### src/rtl/uart_rx_pkg.sv
package uart_rx_pkg;
   typedef enum logic [2:0] {
      RX_IDLE,
      RX_START,
      RX_DATA,
      RX_PAR,
      RX_STOP,
      RX_BRK
   } rx_state_e;

   typedef struct packed {
      logic brk;
      logic frm;
      logic par;
   } rx_tag_t;

   localparam int unsigned TAG_W    = 3;
   localparam int unsigned LSR_RDY  = 0;
   localparam int unsigned LSR_OVR  = 1;
   localparam int unsigned LSR_PAR  = 2;
   localparam int unsigned LSR_FRM  = 3;
   localparam int unsigned LSR_BRK  = 4;
   localparam int unsigned LSR_SUM  = 7;
endpackage

### src/rtl/uart_rx_sync.sv
module uart_rx_sync #(
   parameter int unsigned STAGES = 2
) (
   input  logic clk,
   input  logic rst_n,
   input  logic d,
   output logic q
);
   logic [STAGES-1:0] chain;

   for (genvar i = 0; i < STAGES; i++) begin : g_stage
      if (i == 0) begin : g_first
         always_ff @(posedge clk or negedge rst_n) begin
            if (!rst_n) chain[i] <= 1'b1;
            else        chain[i] <= d;
         end
      end else begin : g_next
         always_ff @(posedge clk or negedge rst_n) begin
            if (!rst_n) chain[i] <= 1'b1;
            else        chain[i] <= chain[i-1];
         end
      end
   end

   assign q = chain[STAGES-1];
endmodule

### src/rtl/uart_rx_deframer.sv
module uart_rx_deframer
   import uart_rx_pkg::*;
#(
   parameter int unsigned DATA_W = 8,
   parameter int unsigned OSR    = 16
) (
   input  logic              clk,
   input  logic              rst_n,
   input  logic              tick,
   input  logic              rx,
   input  logic [1:0]        cfg_len,
   input  logic              cfg_par_en,
   input  logic              cfg_par_odd,
   output logic              char_vld,
   output logic [DATA_W-1:0] char_data,
   output rx_tag_t           char_tag,
   output rx_state_e         state
);
   localparam int unsigned CNT_W = $clog2(OSR);
   localparam int unsigned IDX_W = $clog2(DATA_W);
   localparam logic [CNT_W-1:0] MID  = CNT_W'(OSR/2 - 1);
   localparam logic [CNT_W-1:0] LAST = CNT_W'(OSR - 1);

   logic [CNT_W-1:0]  cnt;
   logic [IDX_W-1:0]  idx;
   logic [IDX_W:0]    nbits;
   logic [DATA_W-1:0] shreg;
   logic              par_bit;
   logic              seen_one;
   logic              is_brk;
   logic              par_bad;

   assign nbits   = (IDX_W+1)'(DATA_W - 3) + (IDX_W+1)'(cfg_len);
   assign is_brk  = !rx && !seen_one;
   assign par_bad = cfg_par_en && ((^shreg ^ par_bit) != cfg_par_odd);

   always_ff @(posedge clk or negedge rst_n) begin
      if (!rst_n) begin
         state     <= RX_IDLE;
         cnt       <= '0;
         idx       <= '0;
         shreg     <= '0;
         par_bit   <= 1'b0;
         seen_one  <= 1'b0;
         char_vld  <= 1'b0;
         char_data <= '0;
         char_tag  <= '0;
      end else begin
         char_vld <= 1'b0;
         case (state)
            RX_IDLE: begin
               if (tick && !rx) begin
                  state <= RX_START;
                  cnt   <= '0;
               end
            end
            RX_START: begin
               if (tick) begin
                  if (cnt == MID) begin
                     cnt <= '0;
                     if (!rx) begin
                        state    <= RX_DATA;
                        idx      <= '0;
                        shreg    <= '0;
                        seen_one <= 1'b0;
                     end else begin
                        state <= RX_IDLE;
                     end
                  end else begin
                     cnt <= cnt + 1'b1;
                  end
               end
            end
            RX_DATA: begin
               if (tick) begin
                  if (cnt == LAST) begin
                     cnt        <= '0;
                     shreg[idx] <= rx;
                     seen_one   <= seen_one | rx;
                     if ({1'b0, idx} == nbits - 1'b1) begin
                        state <= cfg_par_en ? RX_PAR : RX_STOP;
                     end else begin
                        idx <= idx + 1'b1;
                     end
                  end else begin
                     cnt <= cnt + 1'b1;
                  end
               end
            end
            RX_PAR: begin
               if (tick) begin
                  if (cnt == LAST) begin
                     cnt      <= '0;
                     par_bit  <= rx;
                     seen_one <= seen_one | rx;
                     state    <= RX_STOP;
                  end else begin
                     cnt <= cnt + 1'b1;
                  end
               end
            end
            RX_STOP: begin
               if (tick) begin
                  if (cnt == LAST) begin
                     cnt          <= '0;
                     char_vld     <= 1'b1;
                     char_data    <= shreg;
                     char_tag.frm <= !rx;
                     char_tag.brk <= is_brk;
                     char_tag.par <= par_bad && !is_brk;
                     if (is_brk) begin
                        state <= RX_BRK;
                     end else if (!rx) begin
                        state    <= RX_DATA;
                        idx      <= '0;
                        shreg    <= '0;
                        seen_one <= 1'b0;
                     end else begin
                        state <= RX_IDLE;
                     end
                  end else begin
                     cnt <= cnt + 1'b1;
                  end
               end
            end
            RX_BRK: begin
               if (rx) state <= RX_IDLE;
            end
            default: state <= RX_IDLE;
         endcase
      end
   end
endmodule

### src/rtl/uart_rx_tagfifo.sv
module uart_rx_tagfifo #(
   parameter int unsigned DATA_W = 8,
   parameter int unsigned TAG_W  = 3,
   parameter int unsigned DEPTH  = 16
) (
   input  logic                     clk,
   input  logic                     rst_n,
   input  logic                     single,
   input  logic                     push,
   input  logic [TAG_W+DATA_W-1:0]  wdata,
   input  logic                     pop,
   output logic [TAG_W+DATA_W-1:0]  rdata,
   output logic [$clog2(DEPTH):0]   count,
   output logic [$clog2(DEPTH):0]   err_cnt,
   output logic                     full,
   output logic                     empty
);
   localparam int unsigned W     = TAG_W + DATA_W;
   localparam int unsigned PTR_W = $clog2(DEPTH);

   logic [W-1:0]     mem [DEPTH];
   logic [PTR_W-1:0] wptr, rptr;
   logic             push_ok, pop_ok;
   logic             w_err, r_err;

   assign empty   = (count == '0);
   assign full    = single ? !empty : (count == (PTR_W+1)'(DEPTH));
   assign push_ok = push && !full;
   assign pop_ok  = pop && !empty;
   assign rdata   = mem[rptr];
   assign w_err   = |wdata[W-1:DATA_W];
   assign r_err   = |rdata[W-1:DATA_W];

   always_ff @(posedge clk) begin
      if (push_ok) mem[wptr] <= wdata;
   end

   always_ff @(posedge clk or negedge rst_n) begin
      if (!rst_n) begin
         wptr    <= '0;
         rptr    <= '0;
         count   <= '0;
         err_cnt <= '0;
      end else begin
         if (push_ok) wptr <= wptr + 1'b1;
         if (pop_ok)  rptr <= rptr + 1'b1;
         case ({push_ok, pop_ok})
            2'b10:   count <= count + 1'b1;
            2'b01:   count <= count - 1'b1;
            default: count <= count;
         endcase
         case ({push_ok && w_err, pop_ok && r_err})
            2'b10:   err_cnt <= err_cnt + 1'b1;
            2'b01:   err_cnt <= err_cnt - 1'b1;
            default: err_cnt <= err_cnt;
         endcase
      end
   end
endmodule

### src/rtl/uart_rx_lsr.sv
module uart_rx_lsr
   import uart_rx_pkg::*;
#(
   parameter int unsigned DATA_W      = 8,
   parameter int unsigned FIFO_DEPTH  = 16,
   parameter int unsigned OSR         = 16,
   parameter int unsigned SYNC_STAGES = 2
) (
   input  logic              clk,
   input  logic              rst_n,
   input  logic              baud_tick,
   input  logic              rxd,
   input  logic [1:0]        cfg_len,
   input  logic              cfg_par_en,
   input  logic              cfg_par_odd,
   input  logic              cfg_fifo_en,
   input  logic              rd_en,
   input  logic              rd_sel,
   output logic [DATA_W-1:0] rd_data
);
   localparam int unsigned CNT_W = $clog2(FIFO_DEPTH) + 1;
   localparam int unsigned ENT_W = TAG_W + DATA_W;

   if (DATA_W < 8) begin : g_bad_width
      $error("uart_rx_lsr: DATA_W must be at least 8");
   end
   if (FIFO_DEPTH < 2 || (FIFO_DEPTH & (FIFO_DEPTH - 1)) != 0) begin : g_bad_depth
      $error("uart_rx_lsr: FIFO_DEPTH must be a power of two, at least 2");
   end
   if (OSR < 4 || (OSR & (OSR - 1)) != 0) begin : g_bad_osr
      $error("uart_rx_lsr: OSR must be a power of two, at least 4");
   end
   if (SYNC_STAGES < 1) begin : g_bad_sync
      $error("uart_rx_lsr: SYNC_STAGES must be at least 1");
   end

   logic              rx_s;
   rx_state_e         rx_state;
   logic              char_vld;
   logic [DATA_W-1:0] char_data;
   rx_tag_t           char_tag;
   logic [ENT_W-1:0]  head;
   logic [CNT_W-1:0]  fifo_count;
   logic [CNT_W-1:0]  err_cnt;
   logic              fifo_full, fifo_empty;
   logic              ovr_q, sum_q;
   logic              rd_buf, rd_lsr;
   rx_tag_t           head_tag;

   assign rd_buf   = rd_en && !rd_sel;
   assign rd_lsr   = rd_en && rd_sel;
   assign head_tag = head[ENT_W-1:DATA_W];

   uart_rx_sync #(.STAGES(SYNC_STAGES)) u_sync (
      .clk   (clk),
      .rst_n (rst_n),
      .d     (rxd),
      .q     (rx_s)
   );

   uart_rx_deframer #(.DATA_W(DATA_W), .OSR(OSR)) u_deframer (
      .clk         (clk),
      .rst_n       (rst_n),
      .tick        (baud_tick),
      .rx          (rx_s),
      .cfg_len     (cfg_len),
      .cfg_par_en  (cfg_par_en),
      .cfg_par_odd (cfg_par_odd),
      .char_vld    (char_vld),
      .char_data   (char_data),
      .char_tag    (char_tag),
      .state       (rx_state)
   );

   uart_rx_tagfifo #(.DATA_W(DATA_W), .TAG_W(TAG_W), .DEPTH(FIFO_DEPTH)) u_fifo (
      .clk     (clk),
      .rst_n   (rst_n),
      .single  (!cfg_fifo_en),
      .push    (char_vld),
      .wdata   ({char_tag, char_data}),
      .pop     (rd_buf),
      .rdata   (head),
      .count   (fifo_count),
      .err_cnt (err_cnt),
      .full    (fifo_full),
      .empty   (fifo_empty)
   );

   always_ff @(posedge clk or negedge rst_n) begin
      if (!rst_n) begin
         ovr_q <= 1'b0;
         sum_q <= 1'b0;
      end else begin
         if (char_vld && fifo_full) ovr_q <= 1'b1;
         else if (rd_lsr)           ovr_q <= 1'b0;

         if (char_vld && !fifo_full && (|char_tag)) sum_q <= 1'b1;
         else if (rd_lsr)                           sum_q <= (err_cnt != '0);
      end
   end

   always_comb begin
      rd_data = '0;
      if (!rd_sel) begin
         if (!fifo_empty) rd_data = head[DATA_W-1:0];
      end else begin
         rd_data[LSR_RDY] = !fifo_empty;
         rd_data[LSR_OVR] = ovr_q;
         rd_data[LSR_PAR] = !fifo_empty && head_tag.par;
         rd_data[LSR_FRM] = !fifo_empty && head_tag.frm;
         rd_data[LSR_BRK] = !fifo_empty && head_tag.brk;
         rd_data[LSR_SUM] = cfg_fifo_en && sum_q;
      end
   end
endmodule

### config.mk
export PLATFORM = sky130hd
export DESIGN_NAME = uart_rx_lsr
export DESIGN_NICKNAME = d
export VERILOG_FILES = /design/src/rtl/uart_rx_pkg.sv /design/src/rtl/uart_rx_sync.sv /design/src/rtl/uart_rx_deframer.sv /design/src/rtl/uart_rx_tagfifo.sv /design/src/rtl/uart_rx_lsr.sv
export SDC_FILE = /design/constraint.sdc
export NUM_CORES = 1
export LEC_CHECK = 0
export ABC_AREA = 1
export CAP_MARGIN = 10
export CORE_UTILIZATION = 40
export CTS_CLUSTER_SIZE = 8
export DETAILED_ROUTE_END_ITERATION = 7
export GPL_TIMING_DRIVEN = 1
export PLACE_DENSITY = 0.57
export SLEW_MARGIN = 20
export SYNTH_ARGS = -nofsm -noshare
export SYNTH_HDL_FRONTEND = slang
export SYNTH_SLANG_ARGS = --single-unit
### constraint.sdc
create_clock -name clk -period 2.6 [get_ports clk]
set_clock_uncertainty 0.05 [all_clocks]
set_input_delay 0.26 -clock clk [delete_from_list [all_inputs] [get_ports clk]]
set_output_delay 0.26 -clock clk [all_outputs]
set_load 0.03 [all_outputs]
==> run_results.csv, run 1 <==
group,metric,value,unit
synthesis,synth-main-ff-cell,"edfxtp_1",
worst_setup_path,endpoint_kind,"flop",
worst_setup_path,worst-setup-path-type,"flop to flop",
min_path,whs_endpoint,"u_sync.chain[0]",
floorplan,die_area,26680,um2
place,place_inst,1407,
grt,grt_pass1_wl,38090,um
cells_and_area,insertedDiodeCount,0,
routing,first_pass_iters,5,
floorplan,die_h,163.4,um
clock_network,cts_max_level,2,
pwr,vdd_drop_max,0.0006293,V
cells_and_area,area_growth,23.18,%
routing,viasPerCell,4.984,
worst_setup_path,path_max_fanout,7,
place,numPortBuffers,18,
synthesis,ys_seq_elements,230,
synthesis,yosysUniqueCellTypes,40,
routing,drc,0,
cells_and_area,final_cells,1473,
floorplan,fp.dieW,163.4,um
grt,antenna_found_initial,0,
timing,max-slew-margin-rel,0.4761,
synthesis,synth_simple_gate_area_frac,0.2136,
synthesis,seq_area_frac_synth,0.6375,
timing,rsz0062_at_grt,"true",
worst_setup_path,ff2ff_setup_slack,-40,ps
worst_setup_path,worstPathArrival,3020,ps
grt,grt_util_all_layers,0.1853,
cells_and_area,num-nets-final,1154,
routing,wl_per_cell,16.48,um
routing,drtIter0Drc,496,
synthesis,synth_cells,1031,
timing,fin_ws,-42.50,ps
grt,grt_pass1_vias,6911,
synthesis,synthArstFlopShare,0.2348,
timing,hold_viol,0,
timing,worst_slew_pin_slew,785.9,ps
pwr,p_leak,5.274,nW
synthesis,synthXorXnorAreaFrac,0.01262,
grt,gr-total-overflow,0,
place,gp_congestion,0.8657,
clock_network,tritoncts,"yes",
timing,drv_slew,0,
floorplan,rows,58,
synthesis,synth_edf_count,176,
timing,layout_min_cycle_time,2642,ps
timing,fin_crit_sh,1.016,
synthesis,avgSynthCellArea,10.10,um2
routing,vias,7342,
worst_setup_path,r2r-start,"u_fifo.rptr[0]",
routing,wl,24270,um
clock_network,clkTransAtPathRegs,50,ps
worst_setup_path,critPathLaunchType,"flop",
floorplan,coreArea,25330,um2
worst_setup_path,reg2reg_depth,19,
synthesis,synth_compound_area_frac,0.06560,
synthesis,synth_top_family_by_area,"simple AND/OR/NAND/NOR gates",
clock_network,clock_latency,500,ps
synthesis,synthMuxAreaShare,0,
min_path,hold_class,"primary input to flop",
worst_setup_path,reg2reg_to,"u_fifo.err_cnt[3]",
grt,grt_max_degree,32,
min_path,hp-start,"rxd",
routing,ant_nets,0,
floorplan,start_util,0.4112,
place,dpl.hpwl,15910,um
worst_setup_path,worstPathRequired,2970,ps
clock_network,clockBufferDepth,3,
timing,max_freq,0.3784,GHz
clock_network,clock_sinks,230,
clock_network,numCtsBuffers,34,
timing,setup_viol,9,
flow_run,maxCapViolCount,0,
pwr,powerDensity,1043,nW/um2
pwr,power,13.38,mW
synthesis,syn-cell-area,10410,um2
clock_network,root_buffer,"clkbuf_16",
status,status,"complete, but fails checks",
synthesis,ys_warn_count,0,
cells_and_area,drive_gt1_frac,0.1951,
min_path,whs_path_depth,1,
status,failed_checks,"negative setup slack",
floorplan,ios,19,
synthesis,synth-adder-area-share,0.02187,
synthesis,syn_nets,1059,
## layout by cell type (no fill, tap or decap), drive strengths merged, types with 15 or more instances in the layout
cell type and count:
buf 85, nand2 296, nor2 105, ha 15
a21oi 25, edfxtp 176, nand3 96, dfrtp 52
inv 85, clkbuf 53, o21ai 75
## worst max path at each step
stage                   start  slack (ps)           endpoint
2_1_floorplan  u_fifo.rptr[0]           9  u_fifo.err_cnt[4]
3_3_place_gp   u_fifo.rptr[1]         -70  u_fifo.err_cnt[4]
3_5_place_dp   u_fifo.rptr[1]        -150  u_fifo.err_cnt[3]
4_1_cts        u_fifo.rptr[0]         -60         rd_data[2]
5_1_grt        u_fifo.rptr[0]        -200  u_fifo.err_cnt[3]
6_report       u_fifo.rptr[0]         -40  u_fifo.err_cnt[3]
## registers in the layout (all words and copies together), names as in the netlist, 3 cells and up
name                  count
u_fifo.mem              176
u_deframer.char_data      8
u_deframer.shreg          8
u_fifo.count              5
u_fifo.err_cnt            5
u_deframer.cnt            4
u_fifo.rptr               4
u_fifo.wptr               4
u_deframer.char_tag       3
u_deframer.idx            3
u_deframer.state          3
## routing by layer
layer | track usage | share of wire | wire, um
met5 | 0 | 0 | 0
met3 | 0.02768 | 0.045 | 1095
met4 | 0.05098 | 0.020 | 492
met1 | 0.2554 | 0.46 | 11190
met2 | 0.3037 | 0.47 | 11490
## kinds of logic after synthesis
family                   after synthesis
adder cells (fa/ha/maj)               17
AND/OR/NAND/NOR                      522
flip-flops                           230
XOR/XNOR                              15
AO/OA/AOI/OAI                        124
buffers and inverters                123
## power by group
part | total, mW | leakage, nW | switching [mW] | internal (mW)
Sequential | 4.36 | 2.32 | 0.243 | 4.12
Combinational | 5.07 | 2.49 | 3.00 | 2.08
Clock | 3.94 | 0.460 | 1.51 | 2.43
## per-stage QoR
stage	util	hold slack (ps)	cell area [um2]	setup TNS (ps)	setup slack, ps
6_report	0.5065	134.2	12830	-169.6	-42.50
5_1_grt	0.5065	125.4	12830	-1218	-200.6
4_1_cts	0.4888	116.5	12380	-114.6	-62.35
3_5_place_dp	0.4469	297.6	11320	-289.4	-153.3
3_3_place_gp	0.4469	297.1	11320	-125.9	-65.77
2_1_floorplan	-	-85.59	10420	0	8.585
## worst max-delay path, stage by stage, from the launching register on
cell and delay, ps:
dfrtp_2 500, inv_4 140, buf_12 150, nand2_2 60, nand3_2 60, nand2_1 60
nor2_2 140, nand2_2 80, nand2_2 90, nor2_4 50, a21oi_4 180, ha_4 210
ha_4 220, nand2_2 70, inv_2 40, o21ai_2 120, nand2_1 70, o21ai_1 130
a21oi_1 50, a21oi_1 100
## what timing repair did
action	in CTS	in global routing
buffers inserted	0	8
gates cloned	0	4
hold buffers	1	0
pin swaps	5	38
endpoints found under the setup margin	10	13
hold endpoints to repair	29	0
resized for setup	33	91
## Yosys cell counts (3+ instances only)
cell | count | area [um2]
nand3b_1 | 3 | 22.52
dfrtp_1 | 52 | 1301
o21ai_1 | 8 | 40.04
a21oi_1 | 24 | 120.1
ha_1 | 15 | 187.7
buf_4 | 3 | 22.52
edfxtp_1 | 176 | 5285
nand3_1 | 95 | 475.5
nor2_1 | 101 | 379.1
nand2_1 | 288 | 1081
inv_2 | 6 | 22.52
inv_1 | 76 | 285.3
clkbuf_1 | 13 | 48.80
nand2_2 | 6 | 37.54
o211ai_1 | 13 | 97.59
buf_2 | 22 | 110.1
nand4_1 | 14 | 87.58
xor2_1 | 9 | 78.83
xnor2_1 | 6 | 52.55
o21bai_1 | 4 | 30.03
o21a_1 | 3 | 22.52
o21ai_0 | 67 | 335.3
## final cells by class
class                   instances  area [um2]
clock buffers                  50       920.9
multi-input cells             678        3533
fillers                      2270       12500
well taps                     330       412.9
flip-flops and latches        230        6640
repair buffers                 98       968.4
inverters                      84       317.8
clock inverters                 3       33.78
Note: power is estimated with default switching activity, not from simulation.
==> run 2, diff against run 1 <==
--- a/config.mk
+++ b/config.mk
@@ -11,7 +11,6 @@
 export CTS_CLUSTER_SIZE = 8
 export DETAILED_ROUTE_END_ITERATION = 7
 export GPL_TIMING_DRIVEN = 1
-export PLACE_DENSITY = 0.57
 export SLEW_MARGIN = 20
 export SYNTH_ARGS = -nofsm -noshare
 export SYNTH_HDL_FRONTEND = slang
==> run 2 against run 1 <==
  * Die area unchanged
  * Highest routed layer unchanged
  * Non-clock buffer count decreased by 4
  * Critical path depth decreased by 10
  * The flow now finishes without violations
  * Hold slack got worse by 13 ps
  * Critical endpoint is now rd_data[1]
==> run_results.csv, run 2 (synthesis gave the netlist of run 1 again) <==
group,metric,value,unit
cells_and_area,largest_register,"u_fifo.mem",
grt,grt_pass1_vias,7146,
routing,wl_per_cell,16.36,um
clock_network,tritoncts,"yes",
flow_run,maxCapViolCount,0,
pwr,pwr-share-clk,0.305,
cells_and_area,area_growth,20.63,%
routing,drtIter0Drc,626,
routing,viasPerCell,5.009,
cells_and_area,largest_reg_flops,176,
floorplan,rows,58,
grt,gr-total-overflow,0,
worst_setup_path,endpoint_kind,"output pin",
pwr,p_seq_frac,0.337,
min_path,hold_class,"primary input to flop",
pwr,power,12.92,mW
worst_setup_path,worstPathArrival,2270,ps
timing,max-slew-margin-rel,0.5126,
routing,first_pass_iters,4,
cells_and_area,n_fill_cell,2277,
worst_setup_path,cpPeakStageDelay,440,ps
routing,ant_nets,0,
timing,worst_slew_pin_slew,731.1,ps
worst_setup_path,critPathLaunchType,"flop",
pwr,p_leak,5.199,nW
place,gp_congestion,0.8826,
pwr,p_int,8.355,mW
timing,drv_slew,0,
timing,setup_viol,0,
clock_network,clockBufferDepth,3,
worst_setup_path,cpMostUsedCell,"nand2_1",
grt,grt_max_degree,43,
worst_setup_path,worstPathRequired,2290,ps
grt,grt_pass1_wl,39280,um
clock_network,cts_max_level,2,
floorplan,die_h,163.4,um
cells_and_area,final_common_cell,"nand2_1",
clock_network,clock_latency,500,ps
clock_network,numCtsBuffers,34,
cells_and_area,final_cells,1470,
worst_setup_path,worst-setup-path-type,"flop to output pin",
floorplan,ios,19,
floorplan,start_util,0.4112,
grt,grt_util_all_layers,0.1922,
cells_and_area,fin_util,0.4960,
grt,antenna_found_initial,0,
place,place_inst,1412,
pwr,vdd_drop_max,0.0007279,V
timing,fin_crit_sh,0.9913,
timing,rsz0062_at_grt,"true",
routing,vias,7363,
cells_and_area,reg.largest.list,"u_fifo.mem: 176 flops, u_deframer.char_data: 8 flops, u_deframer.shreg: 8 flops",
cells_and_area,num-nets-final,1150,
place,numPortBuffers,18,
place,placed_area,11370,um2
worst_setup_path,path_cells,"buf_6, buf_16, o21ai_0, o211ai_1, nand3_1, nand2_1, nand2_1, nand2_1, buf_4",
worst_setup_path,slowest_stage,"dfrtp_2",
clock_network,clkTransAtPathRegs,50,ps
cells_and_area,insertedDiodeCount,0,
timing,max_freq,0.3880,GHz
pwr,powerDensity,1028,nW/um2
floorplan,fp.dieW,163.4,um
worst_setup_path,path_max_fanout,41,
place,dpl.hpwl,15930,um
timing,layout_min_cycle_time,2577,ps
cells_and_area,stdcell_area,12560,um2
pwr,sw_frac_of_total,0.3533,
floorplan,coreArea,25330,um2
cells_and_area,most-common-layout-cells,"280 x nand2_1, 176 x edfxtp_1, 98 x nor2_1, 92 x nand3_1, 74 x inv_1",
routing,wl,24050,um
pwr,p_comb_frac,0.359,
pwr,p_sw,4.565,mW
floorplan,die_area,26680,um2
status,status,"complete, no violations",
cells_and_area,drive_gt1_frac,0.1553,
timing,hold_viol,0,
routing,drc,0,
clock_network,root_buffer,"clkbuf_16",
clock_network,clock_sinks,230,
==> run 2: changes by cell type in the layout (fill, tap and decap cells not counted), moves of 5 or more <==
cell	delta
buf_4	+5
o21ai_0	+5
nand2_1	+17
nand2_2	-15
nor2_2	-9
nor2_1	+13
==> run 2: critical path: cells and delay by family (launching register included) <==
family                 cells  cell delay, ps
flip-flops                 1             440
buffers and inverters      3             560
AND/OR/NAND/NOR            4             410
AO/OA/AOI/OAI              2             370
==> run 2: repair_timing <==
action | in CTS | in global routing
endpoints found under the setup margin | 11 | 14
buffers inserted | 0 | 2
hold buffers | 1 | 0
pin swaps | 2 | 14
resized for setup | 16 | 45
cloned | 1 | 0
endpoints found under the hold margin | 44 | 0
==> run 2: cell type report <==
| cell class | instances | area [um2] | area share |
|---|---|---|---|
| clock inverters | 4 | 37.54 | 0.002988 |
| repair buffers | 94 | 863.3 | 0.06873 |
| flip-flops and latches | 230 | 6641 | 0.5287 |
| multi-input cells | 678 | 3376 | 0.2687 |
| clock buffers | 50 | 910.9 | 0.07251 |
| well taps | 330 | 412.9 | 0.03287 |
| inverters | 84 | 320.3 | 0.02550 |
==> run 2: routing by layer <==
| layer | global-route usage | routed length (um) | vias up |
|---|---|---|---|
| met5 | 0 | 0 | - |
| met4 | 0.05098 | 543 | 0 |
| met3 | 0.03733 | 1130 | 36 |
| met2 | 0.3103 | 11240 | 147 |
| met1 | 0.2642 | 11130 | 3507 |
| li1 | - | - | 3673 |
==> run 2: power groups by stage <==
stage	Sequential, mW	Clock [mW]	Combinational, mW
2_1_floorplan	4.33	0	2.83
3_3_place_gp	4.40	0	4.18
3_5_place_dp	4.40	0	4.21
4_1_cts	4.34	4.01	4.41
5_1_grt	4.38	4.20	5.18
6_report	4.35	3.93	4.63
==> run 2: final timing paths <==
check | from | end | slack (ps) | cells after the start
max in group asynchronous | rst_n | u_fifo.rptr[1] | 1760 | 3
min in group asynchronous | rst_n | u_deframer.state[0] | 160 | 2
max reg2reg | u_fifo.rptr[0] | u_fifo.err_cnt[4] | 50 | 17
min reg2reg | u_sync.chain[0] | u_sync.q | 300 | 0
max | u_fifo.rptr[0] | rd_data[1] | 20 | 9
min | rxd | u_sync.chain[0] | 120 | 1
==> run 2: through the flow <==
stage	hold slack, ps	worst slack, ps	setup TNS, ps
2_1_floorplan	-85.59	8.585	0
3_3_place_gp	140.0	-23.11	-23.11
3_5_place_dp	142.8	-127.1	-135.2
4_1_cts	103.4	1.030	0
5_1_grt	101.2	-165.0	-689.8
6_report	121.6	22.66	0
